**config.mk**
```make
export PLATFORM = sky130hd
export DESIGN_NAME = nvsram_ctrl
export DESIGN_NICKNAME = d
export VERILOG_FILES = /design/src/rtl/nvs_pkg.sv /design/src/rtl/nvs_seq.sv /design/src/rtl/nvs_wr_gate.sv /design/src/rtl/nvs_array.sv /design/src/rtl/nvsram_ctrl.sv
export SDC_FILE = /design/constraint.sdc
export NUM_CORES = 1
export LEC_CHECK = 0
export BUFFER_PORTS_ARGS = -buffer_cell sky130_fd_sc_hd__buf_2
export CAP_MARGIN = 20
export CORE_ASPECT_RATIO = 2
export CORE_MARGIN = 1
export CORE_UTILIZATION = 29
export DETAILED_ROUTE_END_ITERATION = 8
export GPL_TIMING_DRIVEN = 0
export PLACE_DENSITY = 0.54
export SLEW_MARGIN = 30
export SYNTH_ARGS = -nofsm -noshare
export SYNTH_HDL_FRONTEND = slang
export SYNTH_SLANG_ARGS = --single-unit
```
**constraint.sdc**
```tcl
create_clock -name clk_i -period 2.2 [get_ports clk_i]
set_input_delay 0.11 -clock clk_i [delete_from_list [all_inputs] [get_ports clk_i]]
set_output_delay 0.11 -clock clk_i [all_outputs]
set_load 0.02 [all_outputs]
```
**src/rtl/nvs_pkg.sv**
```systemverilog
package nvs_pkg;
  typedef enum logic [2:0] {
    ST_PWR_WAIT = 3'd0,
    ST_RECALL   = 3'd1,
    ST_IDLE     = 3'd2,
    ST_DELAY    = 3'd3,
    ST_STORE    = 3'd4,
    ST_HOLD     = 3'd5,
    ST_REQ_WAIT = 3'd6
  } nvs_state_e;
endpackage

```
**src/rtl/nvs_seq.sv**
```systemverilog
module nvs_seq
  import nvs_pkg::*;
#(
  parameter int DELAY_CYC  = 4,
  parameter int STORE_CYC  = 5,
  parameter int RECALL_CYC = 4
) (
  input  logic       clk_i,
  input  logic       rst_ni,
  input  logic       pwr_ok_i,
  input  logic       line_i,
  input  logic       dirty_i,
  output nvs_state_e state_o,
  output logic       store_go_o,
  output logic       recall_go_o,
  output logic       op_done_o
);
  localparam int MAXC = (DELAY_CYC > STORE_CYC)
                        ? ((DELAY_CYC > RECALL_CYC) ? DELAY_CYC : RECALL_CYC)
                        : ((STORE_CYC > RECALL_CYC) ? STORE_CYC : RECALL_CYC);
  localparam int CNT_W = $clog2(MAXC + 1);
  localparam logic [CNT_W-1:0] DLY_LAST = CNT_W'(DELAY_CYC - 1);
  localparam logic [CNT_W-1:0] STO_LAST = CNT_W'(STORE_CYC - 1);
  localparam logic [CNT_W-1:0] REC_LAST = CNT_W'(RECALL_CYC - 1);

  nvs_state_e state_q, state_d;
  logic [CNT_W-1:0] cnt_q;
  logic timed;

  always_comb begin
    state_d = state_q;
    unique case (state_q)
      ST_PWR_WAIT: if (pwr_ok_i) state_d = ST_RECALL;
      ST_RECALL:   if (cnt_q == REC_LAST) state_d = ST_IDLE;
      ST_IDLE:     if (!line_i) state_d = ST_DELAY;
      ST_DELAY:    if (cnt_q == DLY_LAST) state_d = dirty_i ? ST_STORE : ST_REQ_WAIT;
      ST_STORE:    if (cnt_q == STO_LAST) state_d = ST_HOLD;
      ST_HOLD,
      ST_REQ_WAIT: if (line_i) state_d = ST_IDLE;
      default:     state_d = ST_PWR_WAIT;
    endcase
    // supply loss aborts everything and latches a recall
    if (!pwr_ok_i) state_d = ST_PWR_WAIT;
  end

  assign timed = (state_q == ST_RECALL) || (state_q == ST_DELAY) || (state_q == ST_STORE);

  always_ff @(posedge clk_i or negedge rst_ni) begin
    if (!rst_ni) begin
      state_q <= ST_PWR_WAIT;
      cnt_q   <= '0;
    end else begin
      state_q <= state_d;
      if (state_d != state_q) cnt_q <= '0;
      else if (timed)         cnt_q <= cnt_q + 1'b1;
    end
  end

  assign store_go_o  = pwr_ok_i && (state_q == ST_STORE)  && (cnt_q == STO_LAST);
  assign recall_go_o = pwr_ok_i && (state_q == ST_RECALL) && (cnt_q == REC_LAST);
  assign op_done_o   = store_go_o || recall_go_o;
  assign state_o     = state_q;

  AST_PWR_DROP_WAIT: assert property (@(posedge clk_i) disable iff (!rst_ni)
    $fell(pwr_ok_i) |=> (state_q == ST_PWR_WAIT));
  AST_HOLD_UNTIL_HIGH: assert property (@(posedge clk_i) disable iff (!rst_ni)
    (state_q == ST_HOLD && !line_i) |=> (state_q == ST_HOLD || state_q == ST_PWR_WAIT));
  AST_OP_EXCLUSIVE: assert property (@(posedge clk_i) disable iff (!rst_ni)
    !(store_go_o && recall_go_o));
endmodule

```
**src/rtl/nvs_wr_gate.sv**
```systemverilog
module nvs_wr_gate
  import nvs_pkg::*;
(
  input  logic       clk_i,
  input  logic       rst_ni,
  input  logic       cs_ni,
  input  logic       we_ni,
  input  logic       pwr_ok_i,
  input  nvs_state_e state_i,
  input  logic       op_done_i,
  output logic       wr_en_o,
  output logic       rd_en_o,
  output logic       rdy_o,
  output logic       dirty_o
);
  logic cs_q, we_q, lock_q, wr_acc_q, dirty_q;
  logic fall, both_low, lock_eff, state_wr_ok;

  assign both_low = !cs_ni && !we_ni;
  assign fall     = (cs_q && !cs_ni) || (we_q && !we_ni);
  assign lock_eff = lock_q && !fall;

  always_comb begin
    unique case (state_i)
      ST_IDLE:  state_wr_ok = 1'b1;
      ST_DELAY: state_wr_ok = wr_acc_q; // only a write already under way may finish
      default:  state_wr_ok = 1'b0;
    endcase
  end

  assign rdy_o   = (state_i == ST_PWR_WAIT) || (state_i == ST_IDLE) ||
                   (state_i == ST_DELAY)    || (state_i == ST_REQ_WAIT);
  assign wr_en_o = pwr_ok_i && state_wr_ok && both_low && !lock_eff;
  assign rd_en_o = rdy_o && !cs_ni && we_ni;
  assign dirty_o = dirty_q;

  always_ff @(posedge clk_i or negedge rst_ni) begin
    if (!rst_ni) begin
      cs_q     <= 1'b1;
      we_q     <= 1'b1;
      lock_q   <= 1'b0;
      wr_acc_q <= 1'b0;
      dirty_q  <= 1'b0;
    end else begin
      cs_q     <= cs_ni;
      we_q     <= we_ni;
      wr_acc_q <= wr_en_o;
      if (op_done_i)  lock_q <= both_low;
      else if (fall)  lock_q <= 1'b0;
      if (op_done_i)    dirty_q <= 1'b0;
      else if (wr_en_o) dirty_q <= 1'b1;
    end
  end

  AST_LOCK_AFTER_OP: assert property (@(posedge clk_i) disable iff (!rst_ni)
    (op_done_i && both_low) ##1 both_low |-> !wr_en_o);
  AST_DIRTY_CLEARED: assert property (@(posedge clk_i) disable iff (!rst_ni)
    op_done_i |=> !dirty_q);
  AST_NO_WR_LOW_PWR: assert property (@(posedge clk_i) disable iff (!rst_ni)
    $past(!pwr_ok_i) |-> !wr_en_o);
endmodule

```
**src/rtl/nvs_array.sv**
```systemverilog
module nvs_array #(
  parameter int DEPTH = 16,
  parameter int DW    = 8,
  localparam int AW   = $clog2(DEPTH)
) (
  input  logic          clk_i,
  input  logic          rst_ni,
  input  logic          wr_en_i,
  input  logic          rd_en_i,
  input  logic [AW-1:0] addr_i,
  input  logic [DW-1:0] wdata_i,
  input  logic          store_go_i,
  input  logic          recall_go_i,
  output logic [DW-1:0] rdata_o
);
  logic [DW-1:0] mem_q    [DEPTH];
  logic [DW-1:0] shadow_q [DEPTH];

  always_ff @(posedge clk_i or negedge rst_ni) begin
    if (!rst_ni) begin
      for (int i = 0; i < DEPTH; i++) begin
        mem_q[i]    <= '0;
        shadow_q[i] <= '0;
      end
    end else begin
      if (recall_go_i) begin
        for (int i = 0; i < DEPTH; i++) mem_q[i] <= shadow_q[i];
      end else if (wr_en_i) begin
        mem_q[addr_i] <= wdata_i;
      end
      if (store_go_i) begin
        for (int i = 0; i < DEPTH; i++) shadow_q[i] <= mem_q[i];
      end
    end
  end

  assign rdata_o = rd_en_i ? mem_q[addr_i] : '0;

  AST_ONE_ARRAY_OP: assert property (@(posedge clk_i) disable iff (!rst_ni)
    $onehot0({wr_en_i, store_go_i, recall_go_i}));
endmodule

```
**src/rtl/nvsram_ctrl.sv**
```systemverilog
module nvsram_ctrl
  import nvs_pkg::*;
#(
  parameter int DEPTH      = 16,
  parameter int DW         = 8,
  parameter int DELAY_CYC  = 4,
  parameter int STORE_CYC  = 5,
  parameter int RECALL_CYC = 4,
  localparam int AW        = $clog2(DEPTH)
) (
  input  logic          clk_i,
  input  logic          rst_ni,
  input  logic          pwr_ok_i,
  input  logic          req_line_i,
  output logic          busy_oe_o,
  input  logic          cs_ni,
  input  logic          we_ni,
  input  logic [AW-1:0] addr_i,
  input  logic [DW-1:0] wdata_i,
  output logic [DW-1:0] rdata_o,
  output logic          rdy_o
);
  nvs_state_e state;
  logic store_go, recall_go, op_done;
  logic wr_en, rd_en, dirty;

  nvs_seq #(
    .DELAY_CYC (DELAY_CYC),
    .STORE_CYC (STORE_CYC),
    .RECALL_CYC(RECALL_CYC)
  ) i_seq (
    .clk_i      (clk_i),
    .rst_ni     (rst_ni),
    .pwr_ok_i   (pwr_ok_i),
    .line_i     (req_line_i),
    .dirty_i    (dirty),
    .state_o    (state),
    .store_go_o (store_go),
    .recall_go_o(recall_go),
    .op_done_o  (op_done)
  );

  nvs_wr_gate i_gate (
    .clk_i    (clk_i),
    .rst_ni   (rst_ni),
    .cs_ni    (cs_ni),
    .we_ni    (we_ni),
    .pwr_ok_i (pwr_ok_i),
    .state_i  (state),
    .op_done_i(op_done),
    .wr_en_o  (wr_en),
    .rd_en_o  (rd_en),
    .rdy_o    (rdy_o),
    .dirty_o  (dirty)
  );

  nvs_array #(
    .DEPTH(DEPTH),
    .DW   (DW)
  ) i_array (
    .clk_i      (clk_i),
    .rst_ni     (rst_ni),
    .wr_en_i    (wr_en),
    .rd_en_i    (rd_en),
    .addr_i     (addr_i),
    .wdata_i    (wdata_i),
    .store_go_i (store_go),
    .recall_go_i(recall_go),
    .rdata_o    (rdata_o)
  );

  assign busy_oe_o = (state == ST_STORE);

  AST_STORE_NEEDS_DIRTY: assert property (@(posedge clk_i) disable iff (!rst_ni)
    $rose(busy_oe_o) |-> $past(dirty));
  AST_NO_WR_WHILE_BUSY: assert property (@(posedge clk_i) disable iff (!rst_ni)
    busy_oe_o |-> !wr_en);
  AST_BUSY_POWERED: assert property (@(posedge clk_i) disable iff (!rst_ni)
    busy_oe_o |-> $past(pwr_ok_i));
  AST_NOT_RDY_ZERO: assert property (@(posedge clk_i) disable iff (!rst_ni)
    !rdy_o |-> (rdata_o == '0 && !wr_en));
endmodule

```
==> metrics.cfg <==
[cells_and_area]
final_common_cell=dfrtp_1
drive_gt1_frac=0.2831
final_core_util=0.3430
design_area_um2=15490
area_growth_pct=16.62
regArea_um2=6684
layout_common_cells=dfrtp_1, mux2_2, nor2_1
nets=1251
multi_input_area_um2=6070
n_antenna_cell=0
n_fill_cell=4524

[clock_network]
cts_max_path_buffers=3
htree_levels=1
cts-root-buf=clkbuf_16
cts_sinks=267
cts_tree=built
cts_buffers=24
insertion_delay_ns=0.56
clk_pin_slew_ns=0.07

[place]
numPortBuffers=24
gp_congestion=0.9520
placed_area_um2=14190
dpl.hpwl_mm=36.67
place_worst_setup_slack_ns=-0.5621

[worst_hold_path]
hp-class=in2async

[timing]
period_needed_ns=2.334
skew_ns=0.02053
fmax_mhz=428.5
slew_violations=0
hold_slack_ns=0.01172
grt_setup_unrepaired=true
min_period_over_period=1.061
worst-slew-pin-transition_ns=1.032
worst_slack_ns=-0.1338
finalSetupViolations=7
relSlewSlack=0.3118
hold_viol=0

[power]
p_per_area_nw_per_um2=922.3
leakagePower_uw=0.006856
ir_drop_v=0.0005807
p_total_uw=14280

[logic_synthesis]
synth_mux_area_frac=0.1629
synth_compound_area_frac=0.1685
synth.distinct_cells=54
async_flop_share=1.000
ys_seq_area_frac=0.5033
syn_area_um2=13280
synthSimpleGateAreaFrac=0.1103
synth_top_family_by_area=compound AO/OA/AOI/OAI gates
yosysWarnings=0
synthCells=1160
synthTopCellsByArea=dfrtp_1, mux2_2, o31ai_1
syn_nets=1182
avgSynthCellArea_um2=11.45
synth_seq_cells=267
synth_adder_area_share=0.003769
yosysTopAreaCellShare=0.4994
synthFlopType=dfrtp_1
yosysTopAreaCell=dfrtp_1
synthXorXnorAreaFrac=0.0006596
synth_edf_count=0

[worst_setup_path]
cp_max_fo=2
cp.required_ns=2.09
critPathMaxStageDelay_ns=0.58
end_kind=output pin
r2r-end=i_array.shadow_q[99]
critPathLaunchType=flip-flop
critPathSlowestCell=mux4_2
r2r_cells=7
reg2reg_from=i_seq.state_o[1]
cp_data_arrival_time_ns=2.22
crit_type=reg2out
crit_chain=mux4_2 > mux2i_1 > nor3b_1 > a31o_2 > buf_6
r2r_setup_slack_ns=0.04

[detailed_routing]
post_drt_wl_per_cell_um=28.28
vias=10951
drc=0
drt-initial-drc-count=945
postRouteAntennaNets=0
drtPass1Iterations=5
routed_wl_mm=51.10
vias_per_cell=6.060

[status]
violations=setup timing
status=finished with violations

[floorplan]
die_h_um=304.6
core-area_um2=45140
rows=110
die-area_um2=46700
start_util=0.2942
dieWidth_um=153.3
pin_count=28

[global_routing]
grt_max_degree=87
first_global_vias=11421
antenna_found_initial=1
grt_usage=0.2213
grt_pass1_wl_mm=76.09
grt-ovfl-total=0

[flow_run]
maxCapViolations=0

## stage by stage
stage / instances / setup TNS, ns
floorplan: 1160 / 0
global placement: 1744 / -1090.61
detailed placement: 1747 / -37.79
CTS: 1807 / -0.3703
global route: 1807 / -0.7852
finish: 1807 / -0.4058
## worst max-delay path, delay by kind of cell, from the launching register on
family                 cells  cell delay (ns)
AOI/OAI and AO/OA          1             0.26
buffers and inverters      1             0.14
DFF                        1             0.41
muxes                      2             0.77
and+or+nand+nor            1             0.08
## worst max path at each step
stage | startpoint | endpoint | depth (start not counted)
6_report | i_array.mem_q[6] | rdata_o[6] | 5
2_1_floorplan | i_seq.state_o[1] | i_array.shadow_q[100] | 7
3_5_place_dp | addr_i[3] | rdata_o[2] | 7
3_3_place_gp | rst_ni | i_array.shadow_q[49] | 1
4_1_cts | i_array.mem_q[6] | rdata_o[6] | 5
5_1_grt | i_array.mem_q[6] | rdata_o[6] | 5
## power by group
| group | switching, uW | leakage, uW | internal, uW |
|---|---|---|---|
| logic | 1580 | 0.00285 | 1310 |
| registers | 1040 | 0.00361 | 5830 |
| clock network | 2060 | 0.000400 | 2460 |
| total | 4680 | 0.00686 | 9600 |
## cells in the mapped netlist, types with 2 or more instances
cell,n
and2_1,10
buf_2,41
nor3_1,7
nand2_1,7
o311a_1,32
buf_4,13
nand3_1,2
o31ai_1,98
inv_1,5
a21oi_1,5
nor3b_1,3
mux4_2,24
o21ai_0,7
mux2_2,129
ha_1,4
nand4_1,96
nor2_1,115
nor4_1,2
a221o_1,38
nor3_2,3
nand3b_1,3
nand2b_1,5
a31oi_1,96
or2_2,2
clkbuf_1,79
dfrtp_1,265
mux2i_1,17
nor2b_1,7
dfstp_2,2
buf_1,13
o22ai_1,7
## final cells by class
cell class | instances | share of cell area
clock inverters | 11 | 0.007514
well taps | 560 | 0.04525
clock buffers | 33 | 0.04492
plain buffers | 146 | 0.05139
repair buffers | 42 | 0.02577
multi-input cells | 742 | 0.3919
inverters | 6 | 0.001616
flip-flops and latches | 267 | 0.4316
## per-layer routing
metal / vias to the layer above / routed length, um / share of wire / global-route usage
li1: 4649 / - / - / -
met1: 5544 / 17020 / 0.33 / 0.2221
met2: 534 / 26780 / 0.52 / 0.3997
met3: 222 / 2548 / 0.050 / 0.02886
met4: 2 / 4746 / 0.093 / 0.1917
met5: - / 13 / 0.00025 / 0
## kinds of logic after synthesis
group	count (synthesis)
AOI/OAI and AO/OA	294
buffers and inverters	152
DFF	267
adders and majority gates	4
xor gates and xnor gates	1
muxes	170
and+or+nand+nor	272
## what timing repair did
item	in CTS	in global routing
hold endpoints to repair	124	0
pin swaps	12	0
gates cloned	1	0
setup endpoints to repair	198	154
setup buffers	5	0
hold buffers	10	0
gates resized for setup	74	36
## sequential cells by signal (all words and copies together), names as in the netlist
| signal | count |
|---|---|
| i_gate.cs_q | 1 |
| i_seq.state_o | 3 |
| i_gate.lock_q | 1 |
| i_array.mem_q | 128 |
| i_seq.cnt_q | 3 |
| i_gate.dirty_o | 1 |
| i_gate.we_q | 1 |
| i_gate.wr_acc_q | 1 |
| i_array.shadow_q | 128 |
No activity file was read; power rests on OpenSTA's default activity.
